$ cat src/rtl/tmr_pkg.sv
package tmr_pkg;
  typedef struct packed {
    logic       pin_b;
    logic [1:0] ratio;
    logic       direct;
    logic       ext_src;
    logic       run;
  } tmr_ctl_t;
  localparam int unsigned CTL_W = $bits(tmr_ctl_t);
endpackage

$ cat src/rtl/tmr_edge_arm.sv
module tmr_edge_arm (
  input  logic clk_i,
  input  logic rst_ni,
  input  logic pin_a_i,
  input  logic pin_b_i,
  input  logic sel_b_i,
  input  logic enable_i,
  output logic rise_o
);
  logic pin, pin_q, armed_q;
  assign pin = sel_b_i ? pin_b_i : pin_a_i;

  always_ff @(posedge clk_i or negedge rst_ni) begin
    if (!rst_ni) begin
      pin_q   <= 1'b0;
      armed_q <= 1'b0;
    end else begin
      pin_q <= pin;
      if (!enable_i)          armed_q <= 1'b0;
      else if (!pin && pin_q) armed_q <= 1'b1;
    end
  end

  // counted only once a falling edge has armed the path
  assign rise_o = enable_i && armed_q && pin && !pin_q;
endmodule

$ cat src/rtl/tmr_prescaler.sv
module tmr_prescaler #(
  parameter int unsigned RATIO_W = 2
) (
  input  logic               clk_i,
  input  logic               rst_ni,
  input  logic               clr_i,
  input  logic               tick_i,
  input  logic [RATIO_W-1:0] ratio_i,
  output logic               out_o
);
  localparam int unsigned PC_W = (1 << RATIO_W) - 1;
  logic [PC_W-1:0] pcnt_q, mask;

  always_comb begin
    for (int i = 0; i < PC_W; i++) mask[i] = (i < int'(ratio_i));
  end

  assign out_o = tick_i && ((pcnt_q & mask) == mask);

  always_ff @(posedge clk_i or negedge rst_ni) begin
    if (!rst_ni)     pcnt_q <= '0;
    else if (clr_i)  pcnt_q <= '0;
    else if (tick_i) pcnt_q <= pcnt_q + 1'b1;
  end
endmodule

$ cat src/rtl/tmr_sync.sv
module tmr_sync #(
  parameter int unsigned STAGES = 2
) (
  input  logic clk_i,
  input  logic rst_ni,
  input  logic pulse_i,
  output logic pulse_o
);
  logic              tgl_q, last_q;
  logic [STAGES-1:0] s_q;

  always_ff @(posedge clk_i or negedge rst_ni) begin
    if (!rst_ni) tgl_q <= 1'b0;
    else if (pulse_i) tgl_q <= ~tgl_q;
  end

  for (genvar g = 0; g < STAGES; g++) begin : g_stage
    if (g == 0) begin : g_first
      always_ff @(posedge clk_i or negedge rst_ni)
        if (!rst_ni) s_q[0] <= 1'b0;
        else         s_q[0] <= tgl_q;
    end else begin : g_rest
      always_ff @(posedge clk_i or negedge rst_ni)
        if (!rst_ni) s_q[g] <= 1'b0;
        else         s_q[g] <= s_q[g-1];
    end
  end

  always_ff @(posedge clk_i or negedge rst_ni) begin
    if (!rst_ni) last_q <= 1'b0;
    else         last_q <= s_q[STAGES-1];
  end

  assign pulse_o = s_q[STAGES-1] ^ last_q;
endmodule

$ cat src/rtl/tmr16.sv
module tmr16 #(
  parameter int unsigned CNT_W       = 16,
  parameter int unsigned RATIO_W     = 2,
  parameter int unsigned SYNC_STAGES = 2,
  parameter int unsigned QDIV        = 4
) (
  input  logic               clk_i,
  input  logic               rst_ni,
  input  logic               sleep_i,
  input  logic               ext_a_i,
  input  logic               ext_b_i,
  input  logic [CNT_W/2-1:0] wdata_i,
  input  logic               wr_lo_i,
  input  logic               wr_hi_i,
  input  logic               wr_ctl_i,
  input  logic               wr_flag_i,
  input  logic               rd_hi_i,
  output logic [CNT_W/2-1:0] rdata_o,
  output logic               ovf_o
);
  import tmr_pkg::*;
  localparam int unsigned BYTE_W = CNT_W / 2;
  localparam int unsigned QDIV_W = $clog2(QDIV);

  tmr_ctl_t           ctl_q;
  logic [CNT_W-1:0]   cnt_q;
  logic [QDIV_W-1:0]  q_cnt;
  logic               q_tick, ext_rise, pre_tick, pre_out, sync_path, sync_pulse, inc, wr_cnt;

  always_ff @(posedge clk_i or negedge rst_ni) begin
    if (!rst_ni)       ctl_q <= '0;
    else if (wr_ctl_i) ctl_q <= tmr_ctl_t'(wdata_i[CTL_W-1:0]);
  end

  // quarter-rate internal tick, stopped in sleep
  always_ff @(posedge clk_i or negedge rst_ni) begin
    if (!rst_ni)       q_cnt <= '0;
    else if (wr_ctl_i) q_cnt <= '0;
    else if (ctl_q.run && !ctl_q.ext_src && !sleep_i) q_cnt <= q_cnt + 1'b1;
  end
  assign q_tick = ctl_q.run && !ctl_q.ext_src && !sleep_i && (q_cnt == QDIV_W'(QDIV - 1));

  tmr_edge_arm i_arm (
    .clk_i, .rst_ni,
    .pin_a_i (ext_a_i),
    .pin_b_i (ext_b_i),
    .sel_b_i (ctl_q.pin_b),
    .enable_i(ctl_q.run && ctl_q.ext_src),
    .rise_o  (ext_rise)
  );

  assign wr_cnt   = wr_lo_i || wr_hi_i;
  assign pre_tick = ctl_q.ext_src ? ext_rise : q_tick;

  tmr_prescaler #(.RATIO_W(RATIO_W)) i_pre (
    .clk_i, .rst_ni,
    .clr_i  (wr_cnt || wr_ctl_i),
    .tick_i (pre_tick),
    .ratio_i(ctl_q.ratio),
    .out_o  (pre_out)
  );

  assign sync_path = ctl_q.ext_src && !ctl_q.direct;

  tmr_sync #(.STAGES(SYNC_STAGES)) i_sync (
    .clk_i, .rst_ni,
    .pulse_i(pre_out && sync_path),
    .pulse_o(sync_pulse)
  );

  assign inc = ctl_q.run && (sync_path ? (sync_pulse && !sleep_i) : pre_out);

  always_ff @(posedge clk_i or negedge rst_ni) begin
    if (!rst_ni) cnt_q <= '0;
    else if (wr_cnt) begin
      if (wr_lo_i) cnt_q[BYTE_W-1:0]     <= wdata_i;
      if (wr_hi_i) cnt_q[CNT_W-1:BYTE_W] <= wdata_i;
    end else if (inc) cnt_q <= cnt_q + 1'b1;
  end

  always_ff @(posedge clk_i or negedge rst_ni) begin
    if (!rst_ni) ovf_o <= 1'b0;
    else if (inc && !wr_cnt && (cnt_q == '1)) ovf_o <= 1'b1;
    else if (wr_flag_i && !wdata_i[0])        ovf_o <= 1'b0;
  end

  assign rdata_o = rd_hi_i ? cnt_q[CNT_W-1:BYTE_W] : cnt_q[BYTE_W-1:0];
endmodule

$ cat config.mk
export PLATFORM = sky130hd
export DESIGN_NAME = tmr16
export DESIGN_NICKNAME = d
export VERILOG_FILES = /design/src/rtl/tmr_pkg.sv /design/src/rtl/tmr_edge_arm.sv /design/src/rtl/tmr_prescaler.sv /design/src/rtl/tmr_sync.sv /design/src/rtl/tmr16.sv
export SDC_FILE = /design/constraint.sdc
export NUM_CORES = 1
export LEC_CHECK = 0
export BUFFER_PORTS_ARGS = -buffer_cell sky130_fd_sc_hd__buf_2
export CAP_MARGIN = 20
export CELL_PAD_IN_SITES_DETAIL_PLACEMENT = 1
export CELL_PAD_IN_SITES_GLOBAL_PLACEMENT = 2
export CORE_UTILIZATION = 25
export DETAILED_ROUTE_END_ITERATION = 10
export GPL_ROUTABILITY_DRIVEN = 0
export PLACE_DENSITY = 0.71
export SYNTH_ARGS = -nofsm -noshare
export SYNTH_HDL_FRONTEND = slang
export SYNTH_SLANG_ARGS = --single-unit
$ cat constraint.sdc
create_clock -name clk_i -period 1.7 [get_ports clk_i]
set_input_delay 0.34 -clock clk_i [delete_from_list [all_inputs] [get_ports clk_i]]
set_output_delay 0.34 -clock clk_i [all_outputs]
set_load 0.01 [all_outputs]
### Word level (Yosys, flattened, before mapping)

Index checks and enable logic that the tools add are counted.

| cells by class | value |
|---|---|
| add/subtract/negate cells | 3 |
| magnitude comparators | 3 |
| eq/ne operators | 6 |
| muxes and demuxes | 16 |
| bitwise operators | 3 |
| reductions and logical operators | 31 |

Operators by type and width:

| operator | number |
|---|---|
| $mux W16 | 2 |
| $mux W8 | 3 |
| $add A16 B1 Y16 const B | 1 |
| $eq A16 B16 Y1 const B | 1 |
| $logic_and A1 B1 Y1 | 16 |
| $reduce_bool A2 Y1 | 4 |
| $logic_not A1 Y1 | 7 |
| $mux W1 | 7 |
| $mux W3 | 2 |
| $ne A2 B2 Y1 const B | 3 |
| $lt A1 B2 Y1 const A | 2 |
| $mux W2 | 2 |
| $reduce_and A2 Y1 | 2 |
| $add A3 B1 Y3 const B | 1 |
| $and A3 B3 Y3 | 1 |
| $eq A3 B3 Y1 | 1 |
| $add A2 B1 Y2 const B | 1 |
| $eq A2 B2 Y1 const B | 1 |
| $logic_or A1 B1 Y1 | 2 |
| $lt A2 B2 Y1 const A | 1 |
| $not A1 Y1 | 1 |
| $xor A1 B1 Y1 | 1 |

| word-level totals | value |
|---|---|
| register bits | 34 |
| bits of input ports | 18 |
| output and inout bits | 9 |
| logic and storage cells | 78 |

### Depth between registers and ports, before layout

| depth | value |
|---|---|
| depth in word-level cells | 11 |
| mapped depth | 6 |
| gate-level depth less buffers | 6 |

### Cells and area by module

From an unflattened synthesis, not the netlist that was laid out.

| unflattened totals | value |
|---|---|
| cells, all modules | 204 |
| area, all modules | 1980.6 um^2 |

By module, submodules not included:

| module | instances | cells an instance | area each (um^2) | sequential area each (um^2) |
|---|---|---|---|---|
| tmr16 | 1 | 175 | 1614.0 | 625.6 |
| tmr_prescaler | 1 | 16 | 155.1 | 75.1 |
| tmr_sync | 1 | 6 | 117.6 | 100.1 |
| tmr_edge_arm | 1 | 7 | 93.8 | 50.0 |

### Worst setup path after synthesis

Ideal clock, no wire load.

| timing | value |
|---|---|
| kind | register to register |
| start | reg ctl_q[5] in the netlist's numbering |
| end | reg cnt_q[1] |
| setup time | 0.128 ns |
| data arrival time | 1.697 ns |
| data required time | 1.572 ns |
| path slack | -0.125 ns |
| cell stages (with the launch flop) | 7 |
| path buffers | 1 |
| clock period less this slack | 1.825 ns |
| cell sequence | dfrtp_1 mux2i_2 nor3_4 o311a_1 buf_2 a21oi_2 mux2_1 |

| on the way | value |
|---|---|
| longest elaborated chain between the ends | 9 |

RTL lines:

| what | RTL line | RTL |
|---|---|---|
| start, declared | tmr16.sv:25 | `tmr_ctl_t ctl_q;` |
| start signal, assigned | tmr16.sv:32 | `else if (wr_ctl_i) ctl_q <= tmr_ctl_t'(wdata_i[CTL_W-1:0]);` |
| $mux W1 | tmr_edge_arm.sv:11 | `assign pin = sel_b_i ? pin_b_i : pin_a_i;` |
| $logic_and A1 B1 Y1 (2 in series) | tmr_edge_arm.sv:25 | `assign rise_o = enable_i && armed_q && pin && !pin_q;` |
| $mux W1 | tmr16.sv:53 | `assign pre_tick = ctl_q.ext_src ? ext_rise : q_tick;` |
| $logic_and A1 B1 Y1 | tmr_prescaler.sv:18 | `assign out_o = tick_i && ((pcnt_q & mask) == mask);` |
| $mux W1 | tmr16.sv:71 | `assign inc = ctl_q.run && (sync_path ? (sync_pulse && !sleep_i) : pre_out);` |
| $logic_and A1 B1 Y1 | tmr16.sv:71 |  |
| $reduce_bool A2 Y1 (no line) | n/a |  |
| $reduce_and A2 Y1 (no line) | n/a |  |
| end signal, assigned by index | tmr16.sv:76 | `if (wr_lo_i) cnt_q[BYTE_W-1:0] <= wdata_i;` |
| end signal, assigned by index | tmr16.sv:77 | `if (wr_hi_i) cnt_q[CNT_W-1:BYTE_W] <= wdata_i;` |
| end signal, assigned | tmr16.sv:78 | `end else if (inc) cnt_q <= cnt_q + 1'b1;` |
| end, declared | tmr16.sv:26 | `logic [CNT_W-1:0] cnt_q;` |

No other way between the ends.
A chain may end at the register's enable or synchronous reset.

### Worst setup path after layout

| timing | value |
|---|---|
| start | reg q_cnt[0] |
| end | reg cnt_q[12] |

| on the way | value |
|---|---|
| longest elaborated chain between the ends | 8 |

RTL lines:

| what | RTL line | RTL |
|---|---|---|
| start, declared | tmr16.sv:27 | `logic [QDIV_W-1:0] q_cnt;` |
| start signal, assigned | tmr16.sv:39 | `else if (ctl_q.run && !ctl_q.ext_src && !sleep_i) q_cnt <= q_cnt + 1'b1;` |
| $eq A2 B2 Y1 | tmr16.sv:41 | `assign q_tick = ctl_q.run && !ctl_q.ext_src && !sleep_i && (q_cnt == QDIV_W'(QDIV - 1));` |
| $logic_and A1 B1 Y1 | tmr16.sv:41 |  |
| $mux W1 | tmr16.sv:53 |  |
| $logic_and A1 B1 Y1 | tmr_prescaler.sv:18 |  |
| $mux W1 | tmr16.sv:71 |  |
| $logic_and A1 B1 Y1 | tmr16.sv:71 |  |
| $reduce_bool A2 Y1 (no line) | n/a |  |
| $reduce_and A2 Y1 (no line) | n/a |  |

No other way between the ends.

==> flow_metrics.env <==
export IMPL_slew_viol_final=0
export IMPL_status="finished with violations"
export IMPL_min_path_cells=2
export IMPL_setup_viol_count_final=14
export IMPL_syn_to_final_growth_pct=42.2
export IMPL_first_pass_iters=4
export IMPL_wl_per_cell_microns=17.1
export IMPL_synth_adder_area_share_pct=1.83
export IMPL_postRouteAntennaNets=0
export IMPL_ioPinCount=27
export IMPL_synth_edf_count=0
export IMPL_crit_fanout=7
export IMPL_die_x_microns=92.6
export IMPL_cp_required_ns=1.87
export IMPL_cts_sinks=34
export IMPL_final_common_cell="buf_4"
export IMPL_synthXorXnorAreaFrac_pct=2.13
export IMPL_path_buf_inv=1
export IMPL_synth_simple_area_share_pct=18.1
export IMPL_synth_top_family_by_area="compound AO/OA/AOI/OAI gates"
export IMPL_antenna_found_initial=0
export IMPL_synth_async_reset_ratio_pct=100
export IMPL_grt_pass1_wl_microns=11000
export IMPL_cap_violations=0
export IMPL_cpLargestDelayFamily="compound AO/OA/AOI/OAI gates"
export IMPL_numCtsBuffers=5
export IMPL_drcViolationCount=0
export IMPL_synth_compound_area_share_pct=23.8
export IMPL_avgSynthCellArea_sq_um=9.82
export IMPL_cts_clk_slew_worst_paths_ns=0.08
export IMPL_stdcell_count=387
export IMPL_n_antenna_cell=0
export IMPL_core_area_sq_mm=0.00785
export IMPL_placed_cells=371
export IMPL_hold_viol=0
export IMPL_layout_nets=305
export IMPL_ys_ff_latch=34
export IMPL_cp_slowest_cell="o311ai_4"
export IMPL_start_util_pct=26.2
export IMPL_grt_max_degree=21
export IMPL_grt_use_total_pct=16.5
export IMPL_endpoint_kind="flip-flop"
export IMPL_htree_levels=2
export IMPL_cts_root_buffer="clkbuf_8"
export IMPL_fp_dieH_microns=92.6
export IMPL_grt_pass1_vias=2166
export IMPL_layout_drive_gt1_share_pct=46.3
export IMPL_min_path_type="in -> reg"
export IMPL_power_mw=2.25
export IMPL_start_kind="flip-flop"
export IMPL_fin_crit_sh_pct=107
export IMPL_skew_ns=0.0133
export IMPL_vias=2021
export IMPL_setup_slack_ns=-0.123
export IMPL_syn_nets=230
export IMPL_period_minus_slack_ns=1.82
export IMPL_cpPeakStageDelay_ns=0.45
export IMPL_placementRows=32
export IMPL_synthesis_area_sq_mm=0.00205
export IMPL_clockBufferDepth=2
export IMPL_relSlewSlack_pct=69.4
export IMPL_cp_depth=6
export IMPL_irDropWorstVdd_v=0.000282
export IMPL_worstRegToRegCells=6
export IMPL_violations="setup timing"
export IMPL_rrSetupSlack_ns=-0.12
export IMPL_crit_chain="ha_2 -> and2_4 -> o311ai_4 -> buf_4 -> nor3_2 -> o32a_1"
export IMPL_synthFlopType="dfrtp_1"
export IMPL_die_area_sq_mm=0.00858
export IMPL_cts_tree="yes"
export IMPL_ys_warn_count=0
export IMPL_dp_final_hpwl_microns=5080
export IMPL_port_buffers=26
export IMPL_wl_microns=6610
export IMPL_ys_seq_area_share_pct=41.4
export IMPL_cp_arrival_ns=1.99
export IMPL_ys_types=59
export IMPL_synth_mux_area_share_pct=8.29
export IMPL_powerDensity_mw_per_mm2=771
export IMPL_grt_overflow=0
export IMPL_crit_type="reg -> reg"
export IMPL_via_per_inst=5.22
export IMPL_rsz0062_at_grt="yes"
export IMPL_netlist_instances=209
export IMPL_dr_first_iter_drc_count=99
export IMPL_layout_common_cells="47 x buf_4, 33 x dfrtp_1, 26 x buf_2"
export IMPL_clk_insertion_delay_late_ns=0.29
export IMPL_fmax_mhz=548
export IMPL_tns_ns=-0.925
export IMPL_leakagePower_nw=1.28
export IMPL_whs_ns=0.308
export IMPL_tightestPinTransition_ns=0.459
==> per-layer routing <==
metal	up-vias	GRT usage [%]	part of all wire [%]
li1	946	-	-
met5	-	0	0
met2	43	27.6	49
met1	1022	21.5	45
met4	0	4.49	1.4
met3	10	3.45	4.0
==> worst reg2reg max path: stages (launching register included) <==
cell	delay, ns
dfrtp_1	0.39
ha_2	0.19
and2_4	0.15
o311ai_4	0.45
buf_4	0.20
nor3_2	0.04
o32a_1	0.29
==> cells by family (layout without fill, tap and decap cells) <==
kind of cell    count (synthesis)  count (layout)
simple gates                   72              72
xor+xnor                        5               5
compound gates                 62              62
buf+inv                        18              94
fa+ha+maj                       3               3
mux                            15              15
flops                          34              34
==> area by class of cell <==
| class | instances | area, sq um |
|---|---|---|
| Fill cell | 920 | 4930 |
| Multi-Input combinational cell | 157 | 1250 |
| Sequential cell | 34 | 852 |
| Timing Repair Buffer | 78 | 547 |
| Tap cell | 102 | 128 |
| Clock buffer | 5 | 68.8 |
| Clock inverter | 3 | 45.0 |
| Inverter | 8 | 30.0 |
==> path summary, 6_finish.rpt <==
kind | startpoint | end
max in group asynchronous | rst_ni | ctl_q[1]$_DFFE_PN0P_
min in group asynchronous | rst_ni | i_pre.pcnt_q[1]$_DFFE_PN0P_
min | wdata_i[1] | ctl_q[1]$_DFFE_PN0P_
max reg2reg | q_cnt[0]$_DFFE_PN0P_ | cnt_q[12]$_DFFE_PN0P_
min reg2reg | i_sync.s_q[0]$_DFF_PN0_ | i_sync.s_q[1]$_DFF_PN0_
max | q_cnt[0]$_DFFE_PN0P_ | cnt_q[12]$_DFFE_PN0P_
==> registers in the layout, summed over array words and instances (netlist names) <==
signal,count
q_cnt,2
i_sync.s_q,2
i_arm.armed_q,1
ovf_o,1
i_sync.last_q,1
i_arm.pin_q,1
i_sync.tgl_q,1
cnt_q,16
i_pre.pcnt_q,3
ctl_q,6
==> repair_timing <==
item | CTS | global route
setup endpoints to repair | 19 | 19
endpoints found under the hold margin | 14 | 0
pin swaps | 5 | 7
gates resized for setup | 15 | 16
setup buffers | 1 | 6
hold buffers | 1 | 0
==> synthesized netlist by cell type, drive strengths merged, types with 4 or more instances <==
| master | n | share of area [%] |
|---|---|---|
| nor2 | 16 | 3.2 |
| buf | 5 | 1.8 |
| mux2 | 13 | 7.1 |
| nand3 | 11 | 2.7 |
| o21ai | 12 | 2.9 |
| a21oi | 6 | 1.8 |
| a31oi | 8 | 2.4 |
| and3 | 4 | 1.2 |
| clkbuf | 4 | 0.73 |
| dfrtp | 34 | 41 |
| inv | 8 | 1.5 |
| o311ai | 4 | 2.6 |
| nor3 | 12 | 3.7 |
| nand2 | 17 | 3.1 |
==> report_power, final <==
| group | total [mW] | switching, mW | internal, mW |
|---|---|---|---|
| clock | 0.752 | 0.315 | 0.436 |
| combinational | 0.554 | 0.286 | 0.268 |
| sequential | 0.947 | 0.0714 | 0.876 |
==> per-stage QoR <==
step | utilization [%] | area (sq um) | setup WS, ns
after floorplan | - | 2060 | -0.0464
after global placement | 33.1 | 2600 | -0.181
after detailed placement | 33.1 | 2600 | -0.221
after CTS | 35.6 | 2800 | -0.146
after global routing | 37.2 | 2920 | -0.194
final | 37.2 | 2920 | -0.123
No activity file was read; power rests on OpenSTA's default activity.
